## config.mk

```make
export PLATFORM = sky130hd
export DESIGN_NAME = rx_stat_bank
export DESIGN_NICKNAME = d
export VERILOG_FILES = /design/src/rtl/rsb_pkg.sv /design/src/rtl/rsb_ctl_reg.sv /design/src/rtl/rsb_counter.sv /design/src/rtl/rsb_rd_mux.sv /design/src/rtl/rx_stat_bank.sv
export SDC_FILE = /design/constraint.sdc
export NUM_CORES = 1
export LEC_CHECK = 0
export ABC_AREA = 1
export BUFFER_PORTS_ARGS = -buffer_cell sky130_fd_sc_hd__buf_4
export CAP_MARGIN = 20
export CORE_MARGIN = 4
export CORE_UTILIZATION = 55
export CTS_CLUSTER_DIAMETER = 50
export DETAILED_ROUTE_END_ITERATION = 12
export PLACE_DENSITY = 0.72
export SLEW_MARGIN = 20
export SYNTH_ARGS = -nofsm -noshare
export SYNTH_HDL_FRONTEND = slang
export SYNTH_SLANG_ARGS = --single-unit
export TNS_END_PERCENT = 10
```

## constraint.sdc

```tcl
create_clock -name clk -period 4.9 [get_ports clk]
set_input_delay 0.49 -clock clk [delete_from_list [all_inputs] [get_ports clk]]
set_output_delay 0.49 -clock clk [all_outputs]
set_load 0.005 [all_outputs]
```

## src/rtl/rsb_pkg.sv

```systemverilog
package rsb_pkg;
  localparam int CTL_W    = 3;
  localparam int CTL_CLR  = 0;
  localparam int CTL_HOLD = 1;
  localparam int CTL_ZRD  = 2;

  typedef struct packed {
    logic zero_on_rd;
    logic hold_max;
    logic clr_all;
  } ctl_t;
endpackage

```

## src/rtl/rsb_ctl_reg.sv

```systemverilog
module rsb_ctl_reg
  import rsb_pkg::*;
(
  input  logic             clk,
  input  logic             rst,
  input  logic             we,
  input  logic [CTL_W-1:0] wdata,
  output ctl_t             ctl
);
  ctl_t ctl_r;

  always_ff @(posedge clk) begin
    if (rst) begin
      ctl_r <= '0;
    end else if (we) begin
      ctl_r <= ctl_t'(wdata);
    end else begin
      // clear-all pulse lasts one cycle
      ctl_r.clr_all <= 1'b0;
    end
  end

  assign ctl = ctl_r;
endmodule

```

## src/rtl/rsb_counter.sv

```systemverilog
module rsb_counter #(
  parameter int CNT_W = 32
) (
  input  logic             clk,
  input  logic             rst,
  input  logic             inc,
  input  logic             clr_all,
  input  logic             hold_max,
  input  logic             zero_on_rd,
  input  logic             rd_lo,
  output logic [CNT_W-1:0] cnt,
  output logic             half_q,
  output logic             max_q,
  output logic             half_d,
  output logic             max_d
);
  localparam logic [CNT_W-1:0] ALL1    = '1;
  localparam logic [CNT_W-1:0] HALF_M1 = {1'b0, {(CNT_W-1){1'b1}}};

  logic [CNT_W-1:0] cnt_q, cnt_d;
  logic             rd_zero, live_inc, half_hit, max_hit;

  always_comb begin
    rd_zero  = rd_lo & zero_on_rd;
    live_inc = inc & ~clr_all & ~rd_zero;
    half_hit = live_inc & (cnt_q == HALF_M1);
    max_hit  = live_inc & (cnt_q == ALL1);

    if (clr_all) begin
      cnt_d = '0;
    end else if (rd_zero) begin
      cnt_d = {{(CNT_W-1){1'b0}}, inc};
    end else if (inc) begin
      if (cnt_q == ALL1) cnt_d = hold_max ? ALL1 : '0;
      else               cnt_d = cnt_q + 1'b1;
    end else begin
      cnt_d = cnt_q;
    end

    // set has priority over the read clear
    half_d = (half_q & ~rd_lo) | half_hit;
    max_d  = (max_q  & ~rd_lo) | max_hit;
  end

  always_ff @(posedge clk) begin
    if (rst) begin
      cnt_q  <= '0;
      half_q <= 1'b0;
      max_q  <= 1'b0;
    end else begin
      cnt_q  <= cnt_d;
      half_q <= half_d;
      max_q  <= max_d;
    end
  end

  assign cnt = cnt_q;
endmodule

```

## src/rtl/rsb_rd_mux.sv

```systemverilog
module rsb_rd_mux #(
  parameter int NUM_CNT = 8,
  parameter int CNT_W   = 32,
  parameter int SEL_W   = 3,
  parameter int LANE_W  = 2
) (
  input  logic                            clk,
  input  logic                            rst,
  input  logic                            rd_en,
  input  logic [SEL_W-1:0]                rd_sel,
  input  logic [LANE_W-1:0]               rd_lane,
  input  logic [NUM_CNT-1:0][CNT_W-1:0]   cnt_all,
  output logic [7:0]                      rd_data,
  output logic                            rd_valid,
  output logic                            rd_lo
);
  localparam int LANES = CNT_W / 8;

  logic [CNT_W-1:0] word, shifted;
  logic [7:0]       byte_d;
  logic             sel_ok, lane_ok;

  always_comb begin
    sel_ok  = (32'(rd_sel) < NUM_CNT);
    lane_ok = (32'(rd_lane) < LANES);
    word    = '0;
    for (int k = 0; k < NUM_CNT; k++) begin
      if (32'(rd_sel) == k) word = cnt_all[k];
    end
    shifted = word >> (32'(rd_lane) * 8);
    byte_d  = (sel_ok && lane_ok) ? shifted[7:0] : 8'h00;
  end

  always_ff @(posedge clk) begin
    if (rst) begin
      rd_data  <= '0;
      rd_valid <= 1'b0;
      rd_lo    <= 1'b0;
    end else begin
      rd_valid <= rd_en;
      rd_lo    <= rd_en && sel_ok && (rd_lane == '0);
      if (rd_en) rd_data <= byte_d;
    end
  end
endmodule

```

## src/rtl/rx_stat_bank.sv

```systemverilog
module rx_stat_bank
  import rsb_pkg::*;
#(
  parameter int NUM_CNT = 8,
  parameter int CNT_W   = 32,
  localparam int LANES  = CNT_W / 8,
  localparam int SEL_W  = (NUM_CNT > 1) ? $clog2(NUM_CNT) : 1,
  localparam int LANE_W = (LANES > 1) ? $clog2(LANES) : 1
) (
  input  logic               clk,
  input  logic               rst,
  input  logic [NUM_CNT-1:0] ev_stb,
  input  logic               ctl_we,
  input  logic [CTL_W-1:0]   ctl_wdata,
  output logic [CTL_W-1:0]   ctl_q,
  input  logic               rd_en,
  input  logic [SEL_W-1:0]   rd_sel,
  input  logic [LANE_W-1:0]  rd_lane,
  output logic [7:0]         rd_data,
  output logic               rd_valid,
  output logic               rd_lo_done,
  output logic [NUM_CNT-1:0] sts_half,
  output logic [NUM_CNT-1:0] sts_max,
  output logic               irq
);
  ctl_t                          ctl;
  logic [NUM_CNT-1:0][CNT_W-1:0] cnt_all;
  logic [NUM_CNT-1:0]            half_d, max_d;
  logic                          irq_q;

  rsb_ctl_reg u_ctl (
    .clk   (clk),
    .rst   (rst),
    .we    (ctl_we),
    .wdata (ctl_wdata),
    .ctl   (ctl)
  );

  for (genvar i = 0; i < NUM_CNT; i++) begin : g_cnt
    logic lo_hit;
    assign lo_hit = rd_en && (rd_lane == '0) && (rd_sel == SEL_W'(i));

    rsb_counter #(.CNT_W(CNT_W)) u_cnt (
      .clk        (clk),
      .rst        (rst),
      .inc        (ev_stb[i]),
      .clr_all    (ctl.clr_all),
      .hold_max   (ctl.hold_max),
      .zero_on_rd (ctl.zero_on_rd),
      .rd_lo      (lo_hit),
      .cnt        (cnt_all[i]),
      .half_q     (sts_half[i]),
      .max_q      (sts_max[i]),
      .half_d     (half_d[i]),
      .max_d      (max_d[i])
    );
  end

  rsb_rd_mux #(
    .NUM_CNT (NUM_CNT),
    .CNT_W   (CNT_W),
    .SEL_W   (SEL_W),
    .LANE_W  (LANE_W)
  ) u_rd (
    .clk      (clk),
    .rst      (rst),
    .rd_en    (rd_en),
    .rd_sel   (rd_sel),
    .rd_lane  (rd_lane),
    .cnt_all  (cnt_all),
    .rd_data  (rd_data),
    .rd_valid (rd_valid),
    .rd_lo    (rd_lo_done)
  );

  // registered from next-state so it lines up with the status flops
  always_ff @(posedge clk) begin
    if (rst) irq_q <= 1'b0;
    else     irq_q <= |{half_d, max_d};
  end

  assign irq   = irq_q;
  assign ctl_q = ctl;
endmodule

```

======== Word-level counts from Yosys, hierarchy flattened ========
Cells that the tools add are included.
word-level totals
  word-level logic and storage cells ...... 224
  input port bits ......................... 20
  output and inout bits ................... 30
  bits in registers ....................... 286
cells by class
  eq/ne operators ......................... 23
  reduce and logical (&&, ||, !) cells .... 30
  shift operators ......................... 1
  add/sub/neg operators ................... 8
  bitwise operators ....................... 90
  muxes and demuxes ....................... 33
operators by type and width
  kind                     number
  $mux W32                 17
  $add A32 B1 Y32 const B  8
  $eq A32 B31 Y1 const B   8
  $eq A32 B32 Y1 const B   8
  $and A1 B1 Y1            56
  $shr A32 B5 Y8           1
  $reduce_or A3 Y1         8
  $not A1 Y1               18
  $mux W1                  16
  $or A1 B1 Y1             16
  $reduce_bool A2 Y1       8
  $reduce_or A16 Y1        1
  $eq A3 B3 Y1 const B     4
  $logic_and A1 B1 Y1      9
  $eq A3 B2 Y1 const B     2
  $reduce_or A2 Y1         2
  $eq A3 B1 Y1 const B     1
  $logic_not A3 Y1         1
  $logic_not A2 Y1         1

======== Depth between registers and ports, before layout ========
Gate-level depths: netlist (run 1).
  depth in word-level cells ............... 10
  mapped depth ............................ 14
  mapped depth without buffers ............ 14

======== Modules after synthesis ========
Synthesis (run 1) repeated with hierarchy kept, for this count alone.
unflattened totals
  cell total of the unflattened synthesis .. 3696
  area, all modules ....................... 21752.1 um^2
modules (own cells, without submodules)
  module        seq. area each (um^2)  instances  area an instance (um^2)  cells each
  rsb_counter   680.7                  8          2367.3                   388
  rsb_rd_mux    200.2                  1          2551.2                   542
  rx_stat_bank  20.0                   1          153.9                    34
  rsb_ctl_reg   60.1                   1          108.9                    16

======== Worst setup path after synthesis (run 1) ========
Ideal clock, no wire load.
  path type ............................... input -> register
  from .................................... in rd_lane[1]
  to ...................................... reg irq_q, in the netlist irq
  path buffers ............................ 2
  library setup time ...................... 0.128 ns
  arrival ................................. 1.757 ns
  setup slack ............................. 3.016 ns
  cell stages on the path ................. 14
  required time ........................... 4.772 ns
  cells stage by stage .................... buf_2 > nor2_4 > nand2_2 > buf_6 > nor2_4 > nand2_1 > nand3_1 > nor2_1 > nor2_1 > nand2_1 > nor2_1 > nand2_1 > nor2_1 > nor2_1
between the ends
  longest elaborated chain between the ends .. 9
  elaborated cells between the ends (all ways) .. 91
  classes of those cells .................. 80 x bitwise; 11 x reduce/logical
RTL lines
  element                           RTL line                              RTL
  start: declaration                rx_stat_bank.sv:18                    input logic [LANE_W-1:0] rd_lane,
  $logic_not A2 Y1 *                rx_stat_bank.sv:41                    assign lo_hit = rd_en && (rd_lane == '0) && (rd_sel == SEL_W'(i));
  $logic_and A1 B1 Y1 *             rx_stat_bank.sv:41
  $logic_and A1 B1 Y1               rx_stat_bank.sv:41
  $and A1 B1 Y1                     rsb_counter.sv:24                     rd_zero = rd_lo & zero_on_rd;
  $not A1 Y1                        rsb_counter.sv:25                     live_inc = inc & ~clr_all & ~rd_zero;
  $and A1 B1 Y1                     rsb_counter.sv:25
  $and A1 B1 Y1 (on tied branches)  rsb_counter.sv:27, rsb_counter.sv:26
  $or A1 B1 Y1 (on tied branches)   rsb_counter.sv:42, rsb_counter.sv:41
  $reduce_or A16 Y1 *               rx_stat_bank.sv:79                    else irq_q <= |{half_d, max_d};
  end signal: assignment            rx_stat_bank.sv:79
  end: declaration                  rx_stat_bank.sv:29                    logic irq_q;
Mark *: on every way between the ends. The rest lies on a longest branch, timed or not.
A chain may end at the register's enable or synchronous reset.

======== Worst setup path in the final report (run 1) ========
  from .................................... reg g_cnt[5].u_cnt.cnt_q[0]
  to ...................................... reg g_cnt[5].u_cnt.cnt_q[24]
between the ends
  longest elaborated chain between the ends .. 2
  elaborated cells between the ends (all ways) .. 3
  classes of those cells .................. 1 x add/sub; 1 x eq/ne; 1 x mux
RTL lines
  element                                                   RTL line                              RTL
  start: declaration                                        rsb_counter.sv:20                     logic [CNT_W-1:0] cnt_q, cnt_d;
  start signal: assignment                                  rsb_counter.sv:51                     cnt_q <= cnt_d;
  $add A32 B1 Y32 / $eq A32 B32 Y1 (equally long branches)  rsb_counter.sv:35, rsb_counter.sv:34
  $mux W32 *                                                rsb_counter.sv:34                     if (cnt_q == ALL1) cnt_d = hold_max ? ALL1 : '0;
Marks and branches as above.

==> summary.txt, run 1 <==
Finish
  – Antenna fix cells: 0
  – Layout cell share with drive strength beyond 1: 6.40%
  – Synth-to-layout area growth: 9.03%
  – Post-Layout Cell Count: between 3,000 and 4,000
  – Register Area: 0.00573 mm2
  – Area of the multi-input gates: 0.0124 mm2
  – # fillers: 3,556
  – Design area: between 0.02 and 0.025 mm2
  – Layout Nets: 3,277

Timing
  – Pins Over Slew Limit: 0
  – Final hold vios: 0
  – Final setup vio count: 0
  – Slew headroom: 25.0%
  – Worst-case clock skew: 0.0291 ns
  – Hold WS: 0.152 ns
  – Fin crit share: 64.6%
  – Pin slew with the least headroom to its limit: 1.12 ns
  – Setup TNS: 0 ns
  – F_max: 316 MHz
  – Final critical-path required period: 3.16 ns
  – RSZ-0062 raised after global routing: no

CTS
  – H-tree level count: 2
  – CTS Buffer Depth: 3
  – Root Driver: clkbuf_16
  – Postcts setup bufs: 0
  – CTS tree: built
  – CTS Hold Bufs: 0
  – Post-CTS sizing: 0
  – Clock Sinks: 286
  – Worst skew pair latency: 0.59 ns
  – CTS buffer count: 44
  – Worst-path clk slew: 0.05 ns

Detailed routing
  – WL final: 75.7 mm
  – Met1 WL: 32.6 mm
  – DR DRC count: 0
  – Met2 WL: 29.5 mm
  – First-pass iteration count of the detailed router: 8
  – Number of nets still failing antenna checks after routing: 0
  – Vias after detailed routing: approximately 23,000
  – Vias per cell: approximately 6
  – Routed len/inst: 20.2 um
  – DR iter-0 viols: 3,103
  – Highest Signal Layer: met4
  – Met3 wire len: 10.3 mm

Synth
  – Ys async rst share: 0%
  – Ys Warns: 0
  – Sequential element share of the synthesized area: 28.6%
  – Most frequent cell after synthesis: nand2_1
  – Ys flop type: dfxtp_1
  – Leading area contributor after synthesis: dfxtp_1
  – Synth top area share: 28.6%
  – Top post-synthesis cells by area: dfxtp_1 29%, nand2_1 17%, nor2_1 8.1%, xor2_1 6.5%, a21oi_1 6.1%
  – Top post-synthesis cells by count: 898 x nand2_1, 435 x nor2_1, 321 x inv_1, 286 x dfxtp_1, 243 x a21oi_1
  – Post-synthesis cell count: roughly 3,300
  – Yosys reg bits: 286
  – Post-synth net total: 3,321
  – EDFF count, synth: 0
  – Number of distinct library cells after synthesis: 51
  – Syn Std Cell Area: 0.0200 mm2
  – Syn_area_per_cell: 6.09 um2

Floorplanning
  – DIE WIDTH: about 200 um
  – Starting Density: about 56%
  – Core area: 0.0357 mm2
  – Row count: 69
  – DIE HEIGHT: roughly 200 um
  – I/O pin count: 50
  – Total Die Area: about 0.040 mm2

Placed design
  – Cell count after placement: 3,664
  – Post-DP Area: between 0.02 and 0.025 mm2
  – RD Place Congestion: 1.10
  – Detailed-placement wirelength estimate: 57.5 mm
  – Port bufs: just under 50

Pwr
  – Leakage: 8.37 nW
  – Cell Pwr Density: 288 mW/mm2
  – Maximum vdd drop: 271 uV

Run status
  – Status: finished clean

Worst setup path
  – CP arrival: between 3 and 4 ns
  – Critical Path Sink Type: flip-flop
  – Startpoint class of the critical path: flip-flop
  – WS Path Type: flip-flop to flip-flop
  – CP Max Fanout: 15
  – Worst EP required: 5.38 ns

GRT
  – Largest net degree at the start of global routing: between 40 and 50
  – Global-route wire length before repair: 116 mm
  – GR Util All Layers: 37.5%
  – Overflow after GRT: 0
  – Initial antenna violation count: 0
  – Vias in the first global route: 20,100

Job
  – # Max-Cap Violations: 0

Min path
  – Hold Crit Class: input pin to flip-flop
metrics by stage:
stage	power [mW]	setup WS (ns)	utilization, %
6_report	6.30	1.74	61.1
5_1_grt	6.48	1.53	61.1
4_1_cts	6.31	1.89	61.1
3_5_place_dp	2.98	1.69	56.8
3_3_place_gp	2.97	1.64	56.8
2_1_floorplan	2.82	3.02	-
kinds of logic after synthesis:
group	Yosys count	share of synthesized area [%]
xor gates and xnor gates	186	8.13
adders and majority gates	8	0.499
buffers and inverters	478	9.79
DFF	286	28.6
AOI/OAI and AO/OA	489	13.0
and+or+nand+nor	1846	40.0
report_power, final:
part           internal (mW)  total, mW  switching [mW]
registers               2.39       2.49           0.100
clock network           2.10       3.34            1.24
logic                  0.132      0.471           0.339
total                   4.62       6.30            1.68
layout make-up:
type	instances	share of cell area, %
clock inverters	25	1.65
flip-flops and latches	286	26.2
clock buffers	55	5.41
multi-input cells	2529	56.5
well taps	461	2.64
repair buffers	52	1.79
inverters	336	5.77
path summary, 6_finish.rpt:
kind                         startpoint                     end  slack (ns)  cells after the start
setup / recovery  g_cnt[5].u_cnt.cnt[0]  g_cnt[5].u_cnt.cnt[24]        1.74                     11
hold / removal             ctl_wdata[2]            u_ctl.ctl[2]        0.15                      3
setup reg to reg  g_cnt[5].u_cnt.cnt[0]  g_cnt[5].u_cnt.cnt[24]        1.74                     11
hold reg to reg   g_cnt[6].u_cnt.cnt[3]   g_cnt[6].u_cnt.cnt[3]        0.47                      2
state kept, by name, summed over array words and instances (netlist names):
register            count
g_cnt.u_cnt.cnt       256
u_rd.rd_valid           1
u_ctl.ctl               3
g_cnt.u_cnt.half_q      8
irq                     1
u_rd.rd_data            8
g_cnt.u_cnt.max_q       8
u_rd.rd_lo              1
worst max-delay path: stages, from the launching register on:
cell and delay (ns):
dfxtp_1 0.42, ha_1 0.24, nand2_1 0.10, nor2_2 0.20, nand2_2 0.15, nor2_2 0.18
nand2_1 0.39, nor2_1 0.73, inv_2 0.27, nand3_1 0.17, nand2_1 0.06, a21oi_1 0.13
cell usage in the layout (no fill, tap or decap), types with 44 or more instances in the layout:
| cell type | netlist | routed |
|---|---|---|
| nand2_1 | 898 | 898 |
| nor2_1 | 435 | 435 |
| inv_1 | 321 | 321 |
| dfxtp_1 | 286 | 286 |
| a21oi_1 | 243 | 243 |
| nand3_1 | 190 | 190 |
| o21ai_0 | 160 | 160 |
| xor2_1 | 148 | 148 |
| nor3_1 | 117 | 117 |
| nand4_1 | 106 | 106 |
| buf_4 | 22 | 52 |
| a31oi_1 | 46 | 46 |
| clkbuf_16 | 0 | 44 |
metal layers:
| layer | GRT usage, % | up-vias |
|---|---|---|
| met5 | 0 | - |
| met3 | 7.98 | 195 |
| li1 | - | 10600 |
| met2 | 51.1 | 1441 |
| met4 | 15.0 | 0 |
| met1 | 56.9 | 10300 |
Note: power is estimated with default switching activity, not from simulation.
==> run 2: changes to the inputs <==
PLACE_DENSITY = 0.74   (was 0.72)
clock period = 2.62 ns   (was 4.9 ns; I/O delays follow)
==> run 2 against run 1 <==
Register-to-register slack worse by 1.6 ns. Power is 83% higher. Global-route usage is 2.0 points higher.
==> summary.txt, run 2 (same netlist as run 1, synthesis figures left out) <==
Run status
  – Status: finished clean

CTS
  – Postcts setup bufs: 0
  – Worst skew pair latency: roughly 0.59 ns
  – CTS buffer count: 44
  – H-tree level count: 2
  – CTS Buffer Depth: 3
  – Clock Sinks: between 200 and 300
  – CTS tree: built
  – Worst-path clk slew: 0.06 ns
  – Root Driver: clkbuf_16

Worst setup path
  – CP endpoint: g_cnt[3].u_cnt.cnt[18]
  – CP delay by family, top: simple AND/OR/NAND/NOR gates
  – Worst EP required: 3.13 ns
  – Critical R2R Capture: g_cnt[3].u_cnt.cnt[18]
  – R2R Setup Slk: 0.11 ns
  – CP max stage delay: 0.42 ns
  – CP arrival: 3.02 ns
  – Critical Path Sink Type: flip-flop
  – Most frequent CP cell: nand2_1
  – Buffers and inverters on the worst path: 1
  – Beginning of the critical path: g_cnt[3].u_cnt.cnt[0]
  – CP Depth: 11
  – Worst reg2reg path startpoint: g_cnt[3].u_cnt.cnt[0]
  – WS Path Type: flip-flop to flip-flop
  – FF-to-FF path depth: 11
  – Startpoint class of the critical path: flip-flop
  – CP Max Fanout: 12
  – Critical-path cell list: ha_1 > nand2_1 > nor2_1 > nand2_1 > inv_2 > nand3b_2 > nor2_2 > nand2_1 > nor2_4 > nand3_2 > a31oi_1
  – CP max-delay cell: dfxtp_1

Placed design
  – RD Place Congestion: 1.10
  – Port bufs: 49
  – Detailed-placement wirelength estimate: ~60 mm
  – Cell count after placement: ~3,800

Timing
  – Final setup vio count: 0
  – Worst-case clock skew: 0.0281 ns
  – F_max: ~400 MHz
  – Fin crit share: 95.7%
  – Hold WS: 0.0202 ns
  – Final hold vios: 0
  – Pins Over Slew Limit: 0
  – Slew headroom: 41.8%
  – RSZ-0062 raised after global routing: yes
  – Pin slew with the least headroom to its limit: 0.870 ns
  – Final critical-path required period: about 2.5 ns

Pwr
  – Cell Pwr Density: 510 mW/mm2
  – Maximum vdd drop: 535 uV
  – Leakage: between 8 and 9 nW

Finish
  – Synth-to-layout area growth: 12.9%
  – Layout cell share with drive strength beyond 1: 9.20%
  – Layout Nets: 3,388
  – Antenna fix cells: 0
  – Most frequent cells in the layout: 898 x nand2_1, 434 x nor2_1, 320 x inv_1, 286 x dfxtp_1, 243 x a21oi_1
  – # fillers: between 3,000 and 4,000
  – Post-Layout Cell Count: 3,854
  – Most common cell after layout, fill and taps aside: nand2_1
  – Max reg flops: roughly 260

GRT
  – Vias in the first global route: 21,200
  – Largest net degree at the start of global routing: between 40 and 50
  – Overflow after GRT: 0
  – Initial antenna violation count: 0
  – GR Util All Layers: between 30% and 40%
  – Global-route wire length before repair: 123 mm

Detailed routing
  – WL final: 79.3 mm
  – Number of nets still failing antenna checks after routing: 0
  – DR DRC count: 0
  – Vias after detailed routing: 23,200
  – First-pass iteration count of the detailed router: 8
  – DR iter-0 viols: 3,292
  – Routed len/inst: 20.6 um
  – Vias per cell: ~6.0

Floorplanning
  – DIE HEIGHT: 199 um
  – Row count: 69
  – Starting Density: 56.1%
  – DIE WIDTH: 199 um
  – Total Die Area: 0.0396 mm2
  – Core area: 0.0357 mm2
  – I/O pin count: 50

Job
  – # Max-Cap Violations: 0

Min path
  – Hold Crit Class: input pin to flip-flop
-- run 2: cell types whose count changed in the layout (fill, tap and decap cells not counted), sizes merged --
| cell | change |
|---|---|
| buf | +103 |
| bufinv | -3 |
| clkbuf | -1 |
| clkinv | +1 |
| clkinvlp | +3 |
| dlygate4sd3 | +8 |
| inv | -1 |
-- run 2: final cells by class --
cell class | count | area [um2] | share of cell area, %
clock inverter | 25 | 302 | 1.33
tap | 461 | 577 | 2.55
sequential | 286 | 5730 | 25.3
clock buffer | 54 | 1160 | 5.12
multi-input combinational | 2529 | 12400 | 54.6
inverter | 336 | 1260 | 5.57
timing repair buffer | 163 | 1260 | 5.55
-- run 2: through the flow --
step | power [mW] | utilization [%] | setup WS (ns) | cell area, um2 | setup TNS (ns)
2_1_floorplan | 5.28 | - | 0.750 | 20000 | 0
3_3_place_gp | 5.65 | 59.0 | 0.192 | 21100 | 0
3_5_place_dp | 5.67 | 59.0 | 0.197 | 21100 | 0
4_1_cts | 11.5 | 63.3 | 0.195 | 22600 | 0
5_1_grt | 11.9 | 63.3 | -0.00920 | 22600 | -0.0107
6_report | 11.5 | 63.3 | 0.114 | 22600 | 0
-- run 2: repair_timing --
action,in CTS,in global routing
gates resized for setup,0,2
endpoints found under the setup margin,0,6
hold buffers,8,0
hold endpoints to repair,5,0
-- run 2: worst min path at each step --
| stage | cells after the start | to | from | slack, ns |
|---|---|---|---|---|
| 2_1_floorplan | 1 | u_rd.rd_data[0] | rd_en | 0.36 |
| 3_3_place_gp | 2 | g_cnt[6].u_cnt.cnt[3] | g_cnt[6].u_cnt.cnt[3] | 0.46 |
| 3_5_place_dp | 2 | g_cnt[0].u_cnt.cnt[20] | g_cnt[0].u_cnt.cnt[20] | 0.47 |
| 4_1_cts | 3 | u_rd.rd_data[1] | rd_lane[1] | 0.0001 |
| 5_1_grt | 3 | u_rd.rd_data[1] | rd_lane[1] | 0.05 |
| 6_report | 3 | u_rd.rd_data[5] | rd_lane[1] | 0.02 |
-- run 2: power breakdown --
part           total, mW  switching (mW)  leakage, nW  internal (mW)
Clock               5.91            2.32        0.704           3.59
Sequential          4.63           0.162         2.32           4.47
Combinational       1.01           0.697         5.85          0.311
Total               11.5            3.18         8.88           8.36
-- run 2: layer usage --
layer	up-vias	track usage (%)	share of wire, %
li1	10800	-	-
met1	10500	58.7	41
met2	1577	55.3	40
met3	222	8.93	14
met4	0	15.2	4.3
met5	-	0	0
-- run 2: worst register-to-register path: stages, from the launching register on --
cell	delay [ns]
dfxtp_1	0.42
ha_1	0.25
nand2_1	0.10
nor2_1	0.16
nand2_1	0.14
inv_2	0.09
nand3b_2	0.11
nor2_2	0.17
nand2_1	0.13
nor2_4	0.23
nand3_2	0.34
a31oi_1	0.28
